===== src/rtl/pic_pkg.sv =====
package pic_pkg;
    localparam int NSLOT = 8;
    localparam int SW    = $clog2(NSLOT);
    localparam int PW    = 3;
    localparam int VW    = 5;
    localparam int DW    = 16;
    localparam int AW    = 4;
    localparam int VBASE = 8;

    localparam logic [NSLOT-1:0] SLOT_USED = 8'b1111_1101;

    localparam logic [AW-1:0] A_EOI    = 4'd0;
    localparam logic [AW-1:0] A_POLL   = 4'd1;
    localparam logic [AW-1:0] A_PSTAT  = 4'd2;
    localparam logic [AW-1:0] A_MASK   = 4'd3;
    localparam logic [AW-1:0] A_THRESH = 4'd4;
    localparam logic [AW-1:0] A_INSERV = 4'd5;
    localparam logic [AW-1:0] A_REQ    = 4'd6;

    localparam int EOI_NSPEC_BIT = 15;
    localparam int CTL_MSK_BIT   = 3;

    typedef logic [PW-1:0] prio_t;

    typedef struct packed {
        logic            hit;
        logic [SW-1:0]   idx;
        prio_t           prio;
    } pick_t;

    function automatic logic [VW-1:0] slot_to_vec(logic [SW-1:0] s);
        return VW'(VBASE) + VW'(s);
    endfunction

    function automatic logic [AW-1:0] ctl_addr(int s);
        return AW'(VBASE + s);
    endfunction
endpackage


===== src/rtl/pic_pick.sv =====
module pic_pick
    import pic_pkg::*;
#(
    parameter int N = NSLOT
) (
    input  logic [N-1:0]         cand,
    input  logic [N-1:0][PW-1:0] prio,
    output pick_t                pick
);
    always_comb begin
        pick = '{hit: 1'b0, idx: '0, prio: '1};
        for (int i = 0; i < N; i++) begin
            if (cand[i] && (!pick.hit || prio[i] < pick.prio)) begin
                pick.hit  = 1'b1;
                pick.idx  = SW'(i);
                pick.prio = prio[i];
            end
        end
    end
endmodule


===== src/rtl/pic_cfg.sv =====
module pic_cfg
    import pic_pkg::*;
(
    input  logic                     clk,
    input  logic                     rst,
    input  logic                     wr_en,
    input  logic [AW-1:0]            addr,
    input  logic [DW-1:0]            wdata,
    output logic [NSLOT-1:0]         msk_o,
    output logic [NSLOT-1:0][PW-1:0] pri_o,
    output prio_t                    thresh_o
);
    prio_t thresh_q;

    always_ff @(posedge clk) begin
        if (rst)
            thresh_q <= '1;
        else if (wr_en && addr == A_THRESH)
            thresh_q <= wdata[PW-1:0];
    end
    assign thresh_o = thresh_q;

    for (genvar s = 0; s < NSLOT; s++) begin : g_slot
        if (SLOT_USED[s]) begin : g_used
            logic  m_q;
            prio_t p_q;
            always_ff @(posedge clk) begin
                if (rst) begin
                    m_q <= 1'b1;
                    p_q <= '1;
                end else if (wr_en && addr == A_MASK) begin
                    m_q <= wdata[s];
                end else if (wr_en && addr == ctl_addr(s)) begin
                    m_q <= wdata[CTL_MSK_BIT];
                    p_q <= wdata[PW-1:0];
                end
            end
            assign msk_o[s] = m_q;
            assign pri_o[s] = p_q;
        end else begin : g_hole
            assign msk_o[s] = 1'b1;
            assign pri_o[s] = '1;
        end
    end
endmodule


===== src/rtl/pic_inserv.sv =====
module pic_inserv
    import pic_pkg::*;
(
    input  logic             clk,
    input  logic             rst,
    input  logic             set_en,
    input  logic [SW-1:0]    set_idx,
    input  logic             clr_en,
    input  logic [SW-1:0]    clr_idx,
    output logic [NSLOT-1:0] is_o
);
    logic [NSLOT-1:0] is_q;
    logic [NSLOT-1:0] set_vec, clr_vec;

    always_comb begin
        set_vec = '0;
        clr_vec = '0;
        if (set_en) set_vec[set_idx] = 1'b1;
        if (clr_en) clr_vec[clr_idx] = 1'b1;
    end

    always_ff @(posedge clk) begin
        if (rst) is_q <= '0;
        else     is_q <= ((is_q & ~clr_vec) | set_vec) & SLOT_USED;
    end
    assign is_o = is_q;

    // a retired source is no longer in service unless re-taken in the same cycle
    assert_eoi_clears_R8: assert property (@(posedge clk) disable iff (rst)
        (clr_en && !(set_en && set_idx == clr_idx)) |=> !is_q[$past(clr_idx)]);

    // the missing slot never holds an in-service bit
    assert_hole_clear_R2: assert property (@(posedge clk) disable iff (rst)
        !is_q[1]);
endmodule


===== src/rtl/pic_ctrl.sv =====
module pic_ctrl
    import pic_pkg::*;
(
    input  logic          clk,
    input  logic          rst,
    input  logic          wr_en,
    input  logic          rd_en,
    input  logic [3:0]    addr,
    input  logic [15:0]   wdata,
    output logic [15:0]   rdata,
    input  logic [7:0]    src_pend_i,
    input  logic          inta_i,
    output logic          irq_o,
    output logic [4:0]    vec_o
);
    logic [NSLOT-1:0]         msk;
    logic [NSLOT-1:0][PW-1:0] pri;
    prio_t                    thresh;
    logic [NSLOT-1:0]         is_bits;
    logic [NSLOT-1:0]         cand;
    pick_t                    req_pick, is_pick;
    logic [VW-1:0]            req_vec;

    pic_cfg u_cfg (
        .clk      (clk),
        .rst      (rst),
        .wr_en    (wr_en),
        .addr     (addr),
        .wdata    (wdata),
        .msk_o    (msk),
        .pri_o    (pri),
        .thresh_o (thresh)
    );

    // most urgent in-service source: sets the nesting ceiling and the non-specific target
    pic_pick #(.N(NSLOT)) u_is_pick (
        .cand (is_bits),
        .prio (pri),
        .pick (is_pick)
    );

    for (genvar s = 0; s < NSLOT; s++) begin : g_elig
        assign cand[s] = SLOT_USED[s] && src_pend_i[s] && !msk[s]
                      && (pri[s] <= thresh)
                      && (!is_pick.hit || pri[s] < is_pick.prio);
    end

    pic_pick #(.N(NSLOT)) u_req_pick (
        .cand (cand),
        .prio (pri),
        .pick (req_pick)
    );

    assign req_vec = slot_to_vec(req_pick.idx);

    // in-service update
    logic          take;
    logic          eoi_wr, eoi_nspec, spec_ok, clr_en;
    logic [VW-1:0] eoi_vec;
    logic [SW-1:0] clr_idx;

    assign take      = req_pick.hit && (inta_i || (rd_en && addr == A_POLL));
    assign eoi_wr    = wr_en && addr == A_EOI;
    assign eoi_nspec = wdata[EOI_NSPEC_BIT];
    assign eoi_vec   = wdata[VW-1:0];
    assign spec_ok   = (eoi_vec >= VW'(VBASE)) && (eoi_vec < VW'(VBASE + NSLOT))
                    && SLOT_USED[eoi_vec[SW-1:0]];
    assign clr_en    = eoi_wr && (eoi_nspec ? is_pick.hit : spec_ok);
    assign clr_idx   = eoi_nspec ? is_pick.idx : eoi_vec[SW-1:0];

    pic_inserv u_inserv (
        .clk     (clk),
        .rst     (rst),
        .set_en  (take),
        .set_idx (req_pick.idx),
        .clr_en  (clr_en),
        .clr_idx (clr_idx),
        .is_o    (is_bits)
    );

    // read mux
    logic [DW-1:0] poll_word;
    assign poll_word = {req_pick.hit, {(DW-1-VW){1'b0}},
                        (req_pick.hit ? req_vec : {VW{1'b0}})};

    always_comb begin
        rdata = '0;
        if (addr[AW-1]) begin
            if (SLOT_USED[addr[SW-1:0]])
                rdata = DW'({msk[addr[SW-1:0]], pri[addr[SW-1:0]]});
        end else begin
            case (addr)
                A_POLL, A_PSTAT: rdata = poll_word;
                A_MASK:          rdata = DW'(msk & SLOT_USED);
                A_THRESH:        rdata = DW'(thresh);
                A_INSERV:        rdata = DW'(is_bits);
                A_REQ:           rdata = DW'(src_pend_i & SLOT_USED);
                default:         rdata = '0;
            endcase
        end
    end

    assign irq_o = req_pick.hit;
    assign vec_o = req_pick.hit ? req_vec : '0;

    // a taken request is in service on the next cycle
    assert_take_sets_is_R4: assert property (@(posedge clk) disable iff (rst)
        (take && !clr_en) |=> is_bits[$past(req_pick.idx)]);

    // a poll-status read leaves the in-service bits alone
    assert_pstat_quiet_R5: assert property (@(posedge clk) disable iff (rst)
        (rd_en && addr == A_PSTAT && !inta_i && !wr_en) |=> $stable(is_bits));

    // the winner always clears the threshold
    assert_thresh_R6: assert property (@(posedge clk) disable iff (rst)
        irq_o |-> pri[req_pick.idx] <= thresh);

    // a masked source never wins
    assert_mask_R7: assert property (@(posedge clk) disable iff (rst)
        irq_o |-> !msk[req_pick.idx]);

    // the winner is strictly more urgent than every in-service source
    assert_nest_R3: assert property (@(posedge clk) disable iff (rst)
        (irq_o && is_pick.hit) |-> pri[req_pick.idx] < is_pick.prio);

    // first cycle out of reset has no interrupt
    assert_reset_quiet_R10: assert property (@(posedge clk) disable iff (rst)
        $past(rst) |-> !irq_o && is_bits == '0);
endmodule


===== config.mk =====
export PLATFORM = sky130hd
export DESIGN_NAME = pic_ctrl
export DESIGN_NICKNAME = d
export VERILOG_FILES = /design/src/rtl/pic_pkg.sv /design/src/rtl/pic_pick.sv /design/src/rtl/pic_cfg.sv /design/src/rtl/pic_inserv.sv /design/src/rtl/pic_ctrl.sv
export SDC_FILE = /design/constraint.sdc
export NUM_CORES = 1
export LEC_CHECK = 0
export ABC_AREA = 0
export BUFFER_PORTS_ARGS = -buffer_cell sky130_fd_sc_hd__buf_2
export CAP_MARGIN = 20
export CELL_PAD_IN_SITES_DETAIL_PLACEMENT = 1
export CELL_PAD_IN_SITES_GLOBAL_PLACEMENT = 1
export CORE_UTILIZATION = 45
export DETAILED_ROUTE_END_ITERATION = 10
export GPL_ROUTABILITY_DRIVEN = 0
export HOLD_SLACK_MARGIN = 0.05
export PLACE_DENSITY = 0.85
export SLEW_MARGIN = 20
export SYNTH_ARGS = -nofsm -noshare
export SYNTH_HDL_FRONTEND = slang
export SYNTH_SLANG_ARGS = --single-unit
export TNS_END_PERCENT = 30

===== constraint.sdc =====
create_clock -name clk -period 28.7 [get_ports clk]
set_clock_uncertainty 0.2 [all_clocks]
set_input_delay 5.74 -clock clk [delete_from_list [all_inputs] [get_ports clk]]
set_output_delay 5.74 -clock clk [all_outputs]
set_load 0.005 [all_outputs]

==> metrics.csv, run 1 <==
metric,value,unit
fin crit period,17.60,ns
CP required,22.76,ns
Rows,38,
hold_buf cts,0,
nets,746,
part of the cycle the worst path needs,0.613,
routed wire length,19.8,mm
Worst EP arrival,11.66,ns
Clock Tree Buf Depth,2,
crit start category,primary input,
syn avg cell area,7.34,sq um
Diodes inserted,0,
layout cell share with drive strength beyond 1,0.141,
Syn. warnings,0,
"Hold Vio Cnt, Final",0,
maximum clock rate,56.8,MHz
clock root buffer,clkbuf_8,
via count,5773,
nature of the critical path endpoint,primary output,
largest net degree at the start of global routing,39,
RSZ-0062 raised after global routing,false,
Hold WC Path Type,flop to flop,
clock-pin slew on the worst setup and hold paths,0.08,ns
CTS buffer count,5,
DP HPWL,15.2,mm
Die Span X,107,microns
depth of the CTS H-tree,2,
first-pass GRT wire length,30.9,mm
#FFs+latches synth,38,
number of flops mapped to enable cells by yosys,0,
Pleak,2.25,nW
CTS tree,built,
synth unique cells,101,
DRT iter0 DRCs,553,
setup tns final,0,ns
antenna-violating nets left,0,
Skew-Pair Late Insertion Delay,0.32,ns
Hold WS,0.324,ns
status,finished clean,
asr flop ratio synth,0,
VDD IR max,0.0204,mV
post-synth top area cell,dfxtp_1,
Clock Sinks,38,
Setup CP Type,primary input to primary output,
worst-path maximum fanout,10,
Core ar.,10800,sq um
die area,11500,sq um
top-area cell type share of the netlist area,0.152,
vias in the first global route,5700,
final setup fails,0,
Slew headroom,0.202,
GRT Util Overall,0.351,
drt pass-1 iters,8,
register area share after synthesis,0.152,
Slew Limit Fails,0,
port bufs,38,
Max-Cap Viols,0,
Mapped Area,5000,sq um
initial antenna violation count,1,
Area contributors post-synth,"dfxtp_1 15%, nand2_1 6.5%, ha_1 6.3%",
Post-CTS Setup Inserts,0,
cells after synthesis,681,
gr ovfl total,0,
# DRC,0,
power per cell area,25.8,nW/um^2
Initial Util,0.461,
vias per cell,6.96,
Worst Max-Slew Pin Slew,1.19,ns
I/O pin count,55,
PostCTS Resize Cnt,0,
Area growth syn-to-layout,5.28,%
Avg WL per Cell,23.9,microns
Post-synth top flop,dfxtp_1,
die height,107,microns
-- layout make-up --
cell class / count / area, sq um
Clock buffer: 6 / 82.6
Timing Repair Buffer: 39 / 198
Multi-Input combinational cell: 560 / 3870
Tap cell: 140 / 175
Fill cell: 1430 / 5580
Inverter: 44 / 165
Sequential cell: 38 / 761
Clock inverter: 2 / 12.5
-- final timing paths --
check             slack, ns                end                     startpoint  cells past startpoint
hold / removal         0.32  u_cfg.thresh_o[2]              u_cfg.thresh_o[2]                      2
setup / recovery      11.10           rdata[1]                  src_pend_i[0]                     24
setup reg to reg      18.84   u_inserv.is_o[2]  u_cfg.g_slot[0].g_used.p_q[1]                     34
hold reg to reg        0.32  u_cfg.thresh_o[2]              u_cfg.thresh_o[2]                      2
-- power breakdown --
group          internal [mW]  switching, mW  total, mW
logic                 0.0136         0.0232     0.0368
clock network         0.0194         0.0228     0.0421
registers             0.0538        0.00335     0.0571
total                 0.0867         0.0493      0.136
-- worst max-delay path, stage by stage --
cell and delay (ns):
buf_2 0.12, nand3b_1 0.23, nor3b_1 0.34, o21a_2 0.26, nor3_2 0.08, o311a_1 0.38, o21bai_1 0.25, o211a_1 0.25
o32ai_2 0.11, o41ai_4 0.56, mux2_2 0.42, ha_1 0.28, o211a_1 0.21, o21ai_0 0.10, nand3_1 0.13, a31o_1 0.33
mux2_2 0.39, ha_1 0.32, a21oi_1 0.08, o21ai_0 0.16, a31o_2 0.15, nand3_1 0.23, a221o_1 0.40, buf_2 0.13
-- routing by layer --
layer | track usage | vias to the layer above | wire, microns
met5 | 0 | - | 13
met4 | 0.162 | 2 | 966
li1 | - | 2556 | -
met3 | 0.0684 | 85 | 1690
met1 | 0.440 | 2812 | 7980
met2 | 0.580 | 318 | 9180
-- cells by family after synthesis --
kind of cell / count (synthesis) / synth area share
AOI/OAI and AO/OA: 244 / 0.366
and+or+nand+nor: 237 / 0.232
buffers and inverters: 90 / 0.0801
DFF: 38 / 0.152
adders and majority gates: 36 / 0.0846
muxes: 34 / 0.0828
other: 1 / 0.000750
xor gates and xnor gates: 1 / 0.00175
-- flip-flops by register name, summed over array words and instances (netlist names) --
| register | cells |
|---|---|
| u_cfg.g_slot.g_used.m_q | 7 |
| u_cfg.thresh_o | 3 |
| u_inserv.is_o | 7 |
| u_cfg.g_slot.g_used.p_q | 21 |
-- cells in the final DEF, fill, tap and decap left out, drive strengths merged, types with 4 or more instances in the layout --
cell	count
o32ai	6
o31ai	8
o311ai	8
maj3	11
dfxtp	38
o221ai	4
nor2b	8
a21oi	38
conb	8
nand3	28
clkbuf	6
a21o	12
nor3	14
mux2i	24
inv	42
mux2	6
o21a	12
nor2	45
nand2	87
a211oi	6
buf	39
a222oi	5
o21ai	57
or3	4
mux4	4
nand2b	13
a211o	4
and3	6
o22ai	10
and2	7
a31oi	11
o211ai	23
nand4	6
or2	4
ha	25
-- Yosys cell counts (all sizes together), types with 4 or more instances --
master	n
a211o	4
a211oi	6
a21o	12
a21oi	38
a222oi	5
a31oi	11
and2	7
and3	6
buf	15
clkbuf	31
dfxtp	38
ha	25
inv	42
maj3	11
mux2	6
mux2i	24
mux4	4
nand2	87
nand2b	13
nand3	28
nand4	6
nor2	45
nor2b	8
nor3	14
o211ai	23
o21a	12
o21ai	57
o221ai	4
o22ai	10
o311ai	8
o31ai	8
o32ai	6
or2	4
or3	4
-- stage by stage --
step	setup WS [ns]	power [mW]	area, sq um	std cells	utilization
finish	11.10	0.136	5270	829	0.486
global route	10.78	0.141	5270	829	0.486
CTS	11.21	0.135	5260	829	0.485
detailed placement	11.24	0.0933	5160	821	0.476
global placement	11.39	0.0916	5160	821	0.476
floorplan	12.36	0.0824	5030	688	-
Note: power is estimated with default switching activity, not from simulation.
==> run 2: changes to the inputs <==
Settings changed: ABC_AREA 0 to 1, CORE_UTILIZATION 45 to 41, PLACE_DENSITY 0.85 to 0.84.
Clock period 28.7 ns to 16.9 ns, I/O delays scaled along.
==> run 2 against run 1 <==
Compared with the run above:
- hold slack lost 0.012 ns
- utilization decreased by 2.0 points
- global-route usage decreased by 2.9 points
- worst setup slack worse by 7.2 ns
- sequential cell count unchanged
- combinational power grew 77%
- via count fell by 13%
- largest cell class unchanged
- largest power group is now clock
==> metrics.csv, run 2 <==
metric,value,unit,change
Net Sw Frac,0.318,,-0.0448
design area,4570,sq um,-13%
vias per cell,5.89,,-15%
worst r2r src,u_cfg.g_slot[0].g_used.p_q[1],,
Rows,36,,-5.3%
worst hold endpoint,u_cfg.g_slot[0].g_used.p_q[0],,
Diodes inserted,0,,unchanged
Post-CTS Setup Inserts,0,,unchanged
Mapped Area,4180,sq um,-16%
WHS Path Cells,2,,unchanged
vias in the first global route,5175,,-9.2%
layout cell share with drive strength beyond 1,0.153,,+0.0120
initial antenna violation count,0,,-1
hold_sp,u_cfg.g_slot[0].g_used.p_q[0],,
synth unique cells,41,,-59%
top-area cell type share of the netlist area,0.182,,+0.0300
Pint,176,uW,+100%
Crit-path slowest cell,dfxtp_1,,
Area growth syn-to-layout,9.47,%,
die height,103,microns,-4.2%
Max-Cap Viols,0,,unchanged
Slew Limit Fails,0,,unchanged
nature of the critical path endpoint,primary output,,
Avg WL per Cell,18.8,microns,-21%
Skew-Pair Late Insertion Delay,0.30,ns,-0.02 ns
clock root buffer,clkbuf_8,,
Hold WC Path Type,flop to flop,,
terminus of the critical flop-to-flop path,u_inserv.is_o[5],,
maximum clock rate,76.7,MHz,
Initial Util,0.425,,-0.0360
CP required,13.32,ns,-9.44 ns
combinational share of power,0.252,,-0.018
Setup CP Type,flop to primary output,,
VDD IR max,0.0405,mV,+98%
NetSw,82.1,uW,+66%
Clock Sinks,38,,unchanged
die area,10600,sq um,-8.2%
Syn. warnings,0,,unchanged
register area share after synthesis,0.182,,+0.0300
setup tns final,0,ns,unchanged
Die Span X,103,microns,-4.2%
first-pass GRT wire length,26.0,mm,-16%
fillers,1408,,-1.5%
syn avg cell area,6.06,sq um,-17%
Slew headroom,0.453,,+0.251
Clock Tree Buf Depth,2,,unchanged
DP HPWL,13.0,mm,-14%
synth cell count leaders,"185 x nand2_1, 84 x nand3_1, 83 x inv_1, 42 x nor2_1, 38 x dfxtp_1",,
Non-Filler Instances,853,,+2.9%
antenna-violating nets left,0,,unchanged
fin crit period,13.04,ns,
CTS buffer count,5,,unchanged
worst-path maximum fanout,11,,+1
clock-pin slew on the worst setup and hold paths,0.08,ns,about the same
part of the cycle the worst path needs,0.771,,
port bufs,38,,unchanged
Biggest register,u_cfg.g_slot.g_used.p_q,,
Worst EP arrival,9.46,ns,-2.20 ns
CTS tree,built,,
placed instance area,4430,sq um,-14%
via count,5026,,-13%
FF+latch area,761,sq um,unchanged
I/O pin count,55,,unchanged
"Hold Vio Cnt, Final",0,,unchanged
cells after synthesis,689,,+1.2%
RSZ-0062 raised after global routing,false,,
drt pass-1 iters,5,,-3
crit start category,flop,,
largest net degree at the start of global routing,28,,-28%
minimum setup slack after placement,4.21,ns,-7.03 ns
# DRC,0,,unchanged
post-layout util,0.466,,-0.0201
asr flop ratio synth,0,,unchanged
Worst Max-Slew Pin Slew,0.818,ns,-0.368 ns
reg2reg setup slack,7.52,ns,-11.32 ns
final setup fails,0,,unchanged
power per cell area,56.5,nW/um^2,+120%
R2R depth,89,,+160%
hold_buf cts,0,,unchanged
most common cell in the netlist,nand2_1,,
gr ovfl total,0,,unchanged
Flop pwr share,0.369,,-0.051
CP peak stage delay,0.51,ns,-0.05 ns
#FFs+latches synth,38,,unchanged
"leading cell type in the layout, fill and taps excluded",nand2_1,,
post-placement cell count,845,,+2.9%
status,finished clean,,
nets,777,,+4.2%
PostCTS Resize Cnt,0,,unchanged
post-synth top area cell,dfxtp_1,,
clock power share,0.379,,+0.069
Post-synth top flop,dfxtp_1,,
GRT Util Overall,0.323,,-0.0289
Critical Path Most Common Cell,nand2_1,,
Area contributors post-synth,"dfxtp_1 18%, nand2_1 17%, nand3_1 10%",,
slack of the critical path,3.86,ns,-7.24 ns
depth of the CTS H-tree,2,,unchanged
Pleak,2.36,nW,+5.0%
DRT iter0 DRCs,234,,-58%
multi-input combinational cell area,2930,sq um,-24%
number of flops mapped to enable cells by yosys,0,,unchanged
"commonest cells after routing, fill and taps aside","185 x nand2_1, 84 x nand3_1, 83 x inv_1",,
Core ar.,9820,sq um,-9.4%
routed wire length,16.1,mm,-19%
max FFs per register,21,,unchanged
## run 2: changes by cell type in the layout (fill, tap and decap cells not counted), moves of 14 or more
| cell | change |
|---|---|
| nand2_1 | +99 |
| nand3_1 | +57 |
| inv_1 | +41 |
| nand2_2 | +26 |
| mux2i_1 | -23 |
| o21ai_0 | -22 |
| inv_2 | +16 |
| a21oi_1 | -14 |
## run 2: power by group through the flow
stage / registers, mW / logic, mW / clock network, mW
6_report: 0.0952 / 0.0652 / 0.0979
5_1_grt: 0.0955 / 0.0723 / 0.102
4_1_cts: 0.0951 / 0.0643 / 0.0980
3_5_place_dp: 0.0972 / 0.0636 / 0
3_3_place_gp: 0.0970 / 0.0606 / 0
2_1_floorplan: 0.0952 / 0.0462 / 0
## run 2: worst max-delay path: cells and delay by family, from the launching register on
family	cells	cell delay, ns
simple gates	78	6.83
compound gates	5	0.86
flops	1	0.51
fa+ha+maj	2	0.62
buf+inv	3	0.35
## run 2: kinds of logic (layout without fill, tap and decap cells)
kind of cell,count (synthesis),count (layout),share of synthesized area
adder cells (fa/ha/maj),25,25,0.0749
other,1,8,0.000898
AND/OR/NAND/NOR,371,371,0.408
buffers and inverters,123,147,0.122
flip-flops,38,38,0.182
AO/OA/AOI/OAI,131,131,0.212
## run 2: per-stage QoR
step	power, mW	hold slack, ns
2_1_floorplan	0.141	0.267
3_3_place_gp	0.158	0.284
3_5_place_dp	0.161	0.300
4_1_cts	0.257	0.321
5_1_grt	0.270	0.349
6_report	0.258	0.312
## run 2: layer usage
layer | GRT usage | part of all wire | up-vias
met2 | 0.562 | 0.48 | 196
met5 | 0 | 0 | -
met4 | 0.145 | 0.036 | 0
met3 | 0.0400 | 0.054 | 52
li1 | - | - | 2379
met1 | 0.397 | 0.43 | 2399
## run 2: area by class of cell
cell class                      count  area share
Clock buffer                        6      0.0181
Clock inverter                      2      0.0131
Inverter                          101      0.0829
Multi-Input combinational cell    535       0.641
Sequential cell                    38       0.166
Tap cell                          133      0.0364
Timing Repair Buffer               38      0.0416
## run 2: worst max-delay path by stage
| stage | startpoint | endpoint | slack, ns |
|---|---|---|---|
| after floorplan | src_pend_i[0] | rdata[1] | 5.97 |
| after global placement | u_cfg.g_slot[2].g_used.p_q[2] | rdata[2] | 4.75 |
| after detailed placement | u_cfg.g_slot[0].g_used.p_q[1] | rdata[2] | 4.21 |
| after CTS | u_cfg.g_slot[0].g_used.p_q[1] | rdata[2] | 3.86 |
| after global routing | u_cfg.g_slot[2].g_used.p_q[2] | rdata[2] | 2.75 |
| final | u_cfg.g_slot[0].g_used.p_q[1] | rdata[2] | 3.86 |
==> run 3: changes to the inputs <==
Settings changed: ABC_AREA 1 to 0, CORE_UTILIZATION 41 to 40, PLACE_DENSITY 0.84 to 0.8.
Clock period 16.9 ns to 11 ns, I/O delays scaled along.
==> run 3 against run 2 <==
Compared with the run above:
- the flow now finishes with violations (setup timing)
- sequential power up 54%
- worst setup slack worse by 4.1 ns
- critical path depth down 51
- clock-buffer cell count down 1
- largest power group unchanged
- register-to-register slack worse by 5.4 ns
- wire length up 52%
- sequential share of layout area down 4.8 points
- first-iteration DRC count rose to 2.6 times the previous value
- cell area up 42%
- total power up 82%
- sequential cell count unchanged
- die area up 22%
==> metrics.csv, run 3 (same netlist as run 1, synthesis figures left out) <==
metric,value,unit,change
status,"finished, violations left",,
failing checks,setup timing,,
"Hold Vio Cnt, Final",0,,unchanged
Clock Tree Buf Depth,2,,unchanged
Diodes inserted,0,,unchanged
Critical Path Most Common Cell,o21ai_2,,
"leading cell type in the layout, fill and taps excluded",nand2_1,,
# DRC,0,,unchanged
"delay-heaviest family, CP",compound AO/OA/AOI/OAI gates,,
fin crit period,11.24,ns,
initial antenna violation count,0,,unchanged
Stages on worst setup path,37,,-58%
CTS tree,built,,
Core ar.,12100,sq um,+23%
Rows,40,,+11%
worst r2r src,u_cfg.g_slot[0].g_used.p_q[1],,
CP bufs+invs,4,,+1
Pleak,2.73,nW,+16%
vias in the first global route,6178,,+19%
vias per cell,6.84,,+16%
Slew headroom,0.243,,-0.210
crit start category,flop,,
layout cell share with drive strength beyond 1,0.306,,+0.153
Hold WC Path Type,flop to flop,,
largest net degree at the start of global routing,39,,+39%
final setup fails,5,,+5
Worst Max-Slew Pin Slew,1.13,ns,+0.309 ns
Non-Filler Instances,926,,+8.6%
hold_buf cts,0,,unchanged
drt pass-1 iters,5,,unchanged
CTS buffer count,5,,unchanged
port bufs,38,,unchanged
clock root buffer,clkbuf_16,,
reg2reg setup slack,2.17,ns,-5.35 ns
Max-Cap Viols,0,,unchanged
CP required,8.60,ns,-4.72 ns
maximum clock rate,89.0,MHz,
Crit-path slowest cell,a311o_2,,
nets,815,,+4.9%
Clock Sinks,38,,unchanged
gr ovfl total,0,,unchanged
power per cell area,72.1,nW/um^2,+28%
VDD IR max,0.0601,mV,+48%
Worst Setup EP,rdata[1],,
Setup crit start,u_cfg.g_slot[0].g_used.p_q[1],,
antenna-violating nets left,0,,unchanged
Area growth syn-to-layout,30.2,%,
terminus of the critical flop-to-flop path,u_inserv.is_o[4],,
Biggest register,u_cfg.g_slot.g_used.p_q,,
Setup CP Type,flop to primary output,,
Pwr Total,470,uW,+82%
via count,6330,,+26%
CP peak stage delay,0.51,ns,about the same
worst-path maximum fanout,8,,-3
slack of the critical path,-0.239,ns,-4.10 ns
max FFs per register,21,,unchanged
routed wire length,24.4,mm,+52%
I/O pin count,55,,unchanged
depth of the CTS H-tree,2,,unchanged
first-pass GRT wire length,34.3,mm,+32%
post-placement cell count,882,,+4.4%
Die Span X,114,microns,+11%
Skew-Pair Late Insertion Delay,0.30,ns,about the same
DRT iter0 DRCs,620,,+160%
part of the cycle the worst path needs,1.02,,
nature of the critical path endpoint,primary output,,
Worst EP arrival,8.84,ns,-0.62 ns
clock-pin slew on the worst setup and hold paths,0.06,ns,-0.02 ns
hold_sp,u_cfg.thresh_o[2],,
DP HPWL,16.1,mm,+24%
R2R depth,37,,-58%
RSZ-0062 raised after global routing,true,,
die height,114,microns,+11%
Initial Util,0.413,,-0.0124
"commonest cells after routing, fill and taps aside","82 x nand2_1, 66 x buf_4, 42 x inv_1",,
Avg WL per Cell,26.4,microns,+40%
Slew Limit Fails,0,,unchanged
GRT Util Overall,0.345,,+0.0224
die area,13000,sq um,+22%
==> run 3: cell count changes in the layout (fill, tap and decap cells not counted), sizes merged, moves of 12 or more <==
cell | before | now
a21o | 0 | 12
a21oi | 22 | 38
buf | 38 | 108
inv | 99 | 42
mux2i | 0 | 24
nand2 | 222 | 87
nand2b | 0 | 13
nand3 | 86 | 28
nor3 | 2 | 14
o21ai | 26 | 57
==> run 3: where the power goes <==
part	switching, mW	leakage [nW]	internal, mW
Combinational	0.0765	2.33	0.0478
Clock	0.0682	0.0940	0.131
Sequential	0.00636	0.307	0.140
Total	0.151	2.73	0.319
==> run 3: worst min path at each step <==
| stage | end | depth (start not counted) |
|---|---|---|
| after global routing | u_cfg.thresh_o[1] | 2 |
| after floorplan | u_cfg.thresh_o[2] | 2 |
| after detailed placement | u_cfg.thresh_o[1] | 2 |
| final | u_cfg.thresh_o[2] | 2 |
| after global placement | u_cfg.thresh_o[2] | 2 |
| after CTS | u_cfg.thresh_o[1] | 2 |
==> run 3: tightest hold or removal path, cell delays in order, from the launching register on <==
cell and delay, ns:
dfxtp_1 0.32, nand2_1 0.06, nand3_1 0.07
==> run 3: through the flow <==
stage                     setup TNS, ns  utilization  cell area, sq um  setup WS, ns  hold slack (ns)
after CTS                             0        0.497              6010        0.0409            0.322
after detailed placement         -0.162        0.450              5450        -0.162            0.314
after global placement                0        0.450              5450         0.176            0.277
after floorplan                       0            -              5030         0.820            0.260
final                            -0.631        0.538              6510        -0.239            0.317
after global routing              -1.92        0.538              6510        -0.466            0.339
==> run 3: final cells by class <==
| cell class | count | area (sq um) |
|---|---|---|
| clock buffer | 5 | 125 |
| clock inverter | 3 | 68.8 |
| fill | 1467 | 5600 |
| inverter | 44 | 165 |
| multi-input combinational | 560 | 4430 |
| sequential | 38 | 771 |
| tap | 168 | 210 |
| timing repair buffer | 108 | 739 |
==> run 3: layer usage <==
metal  track usage  wire length [microns]
met1         0.430                   9110
met2         0.563                  11300
met3        0.0574                   2370
met4         0.200                   1600
met5             0                      0
==> run 3: timing repair <==
item,CTS,global route
gates resized for setup,51,63
setup buffers,13,23
pin swaps,25,47
endpoints found under the setup margin,6,6
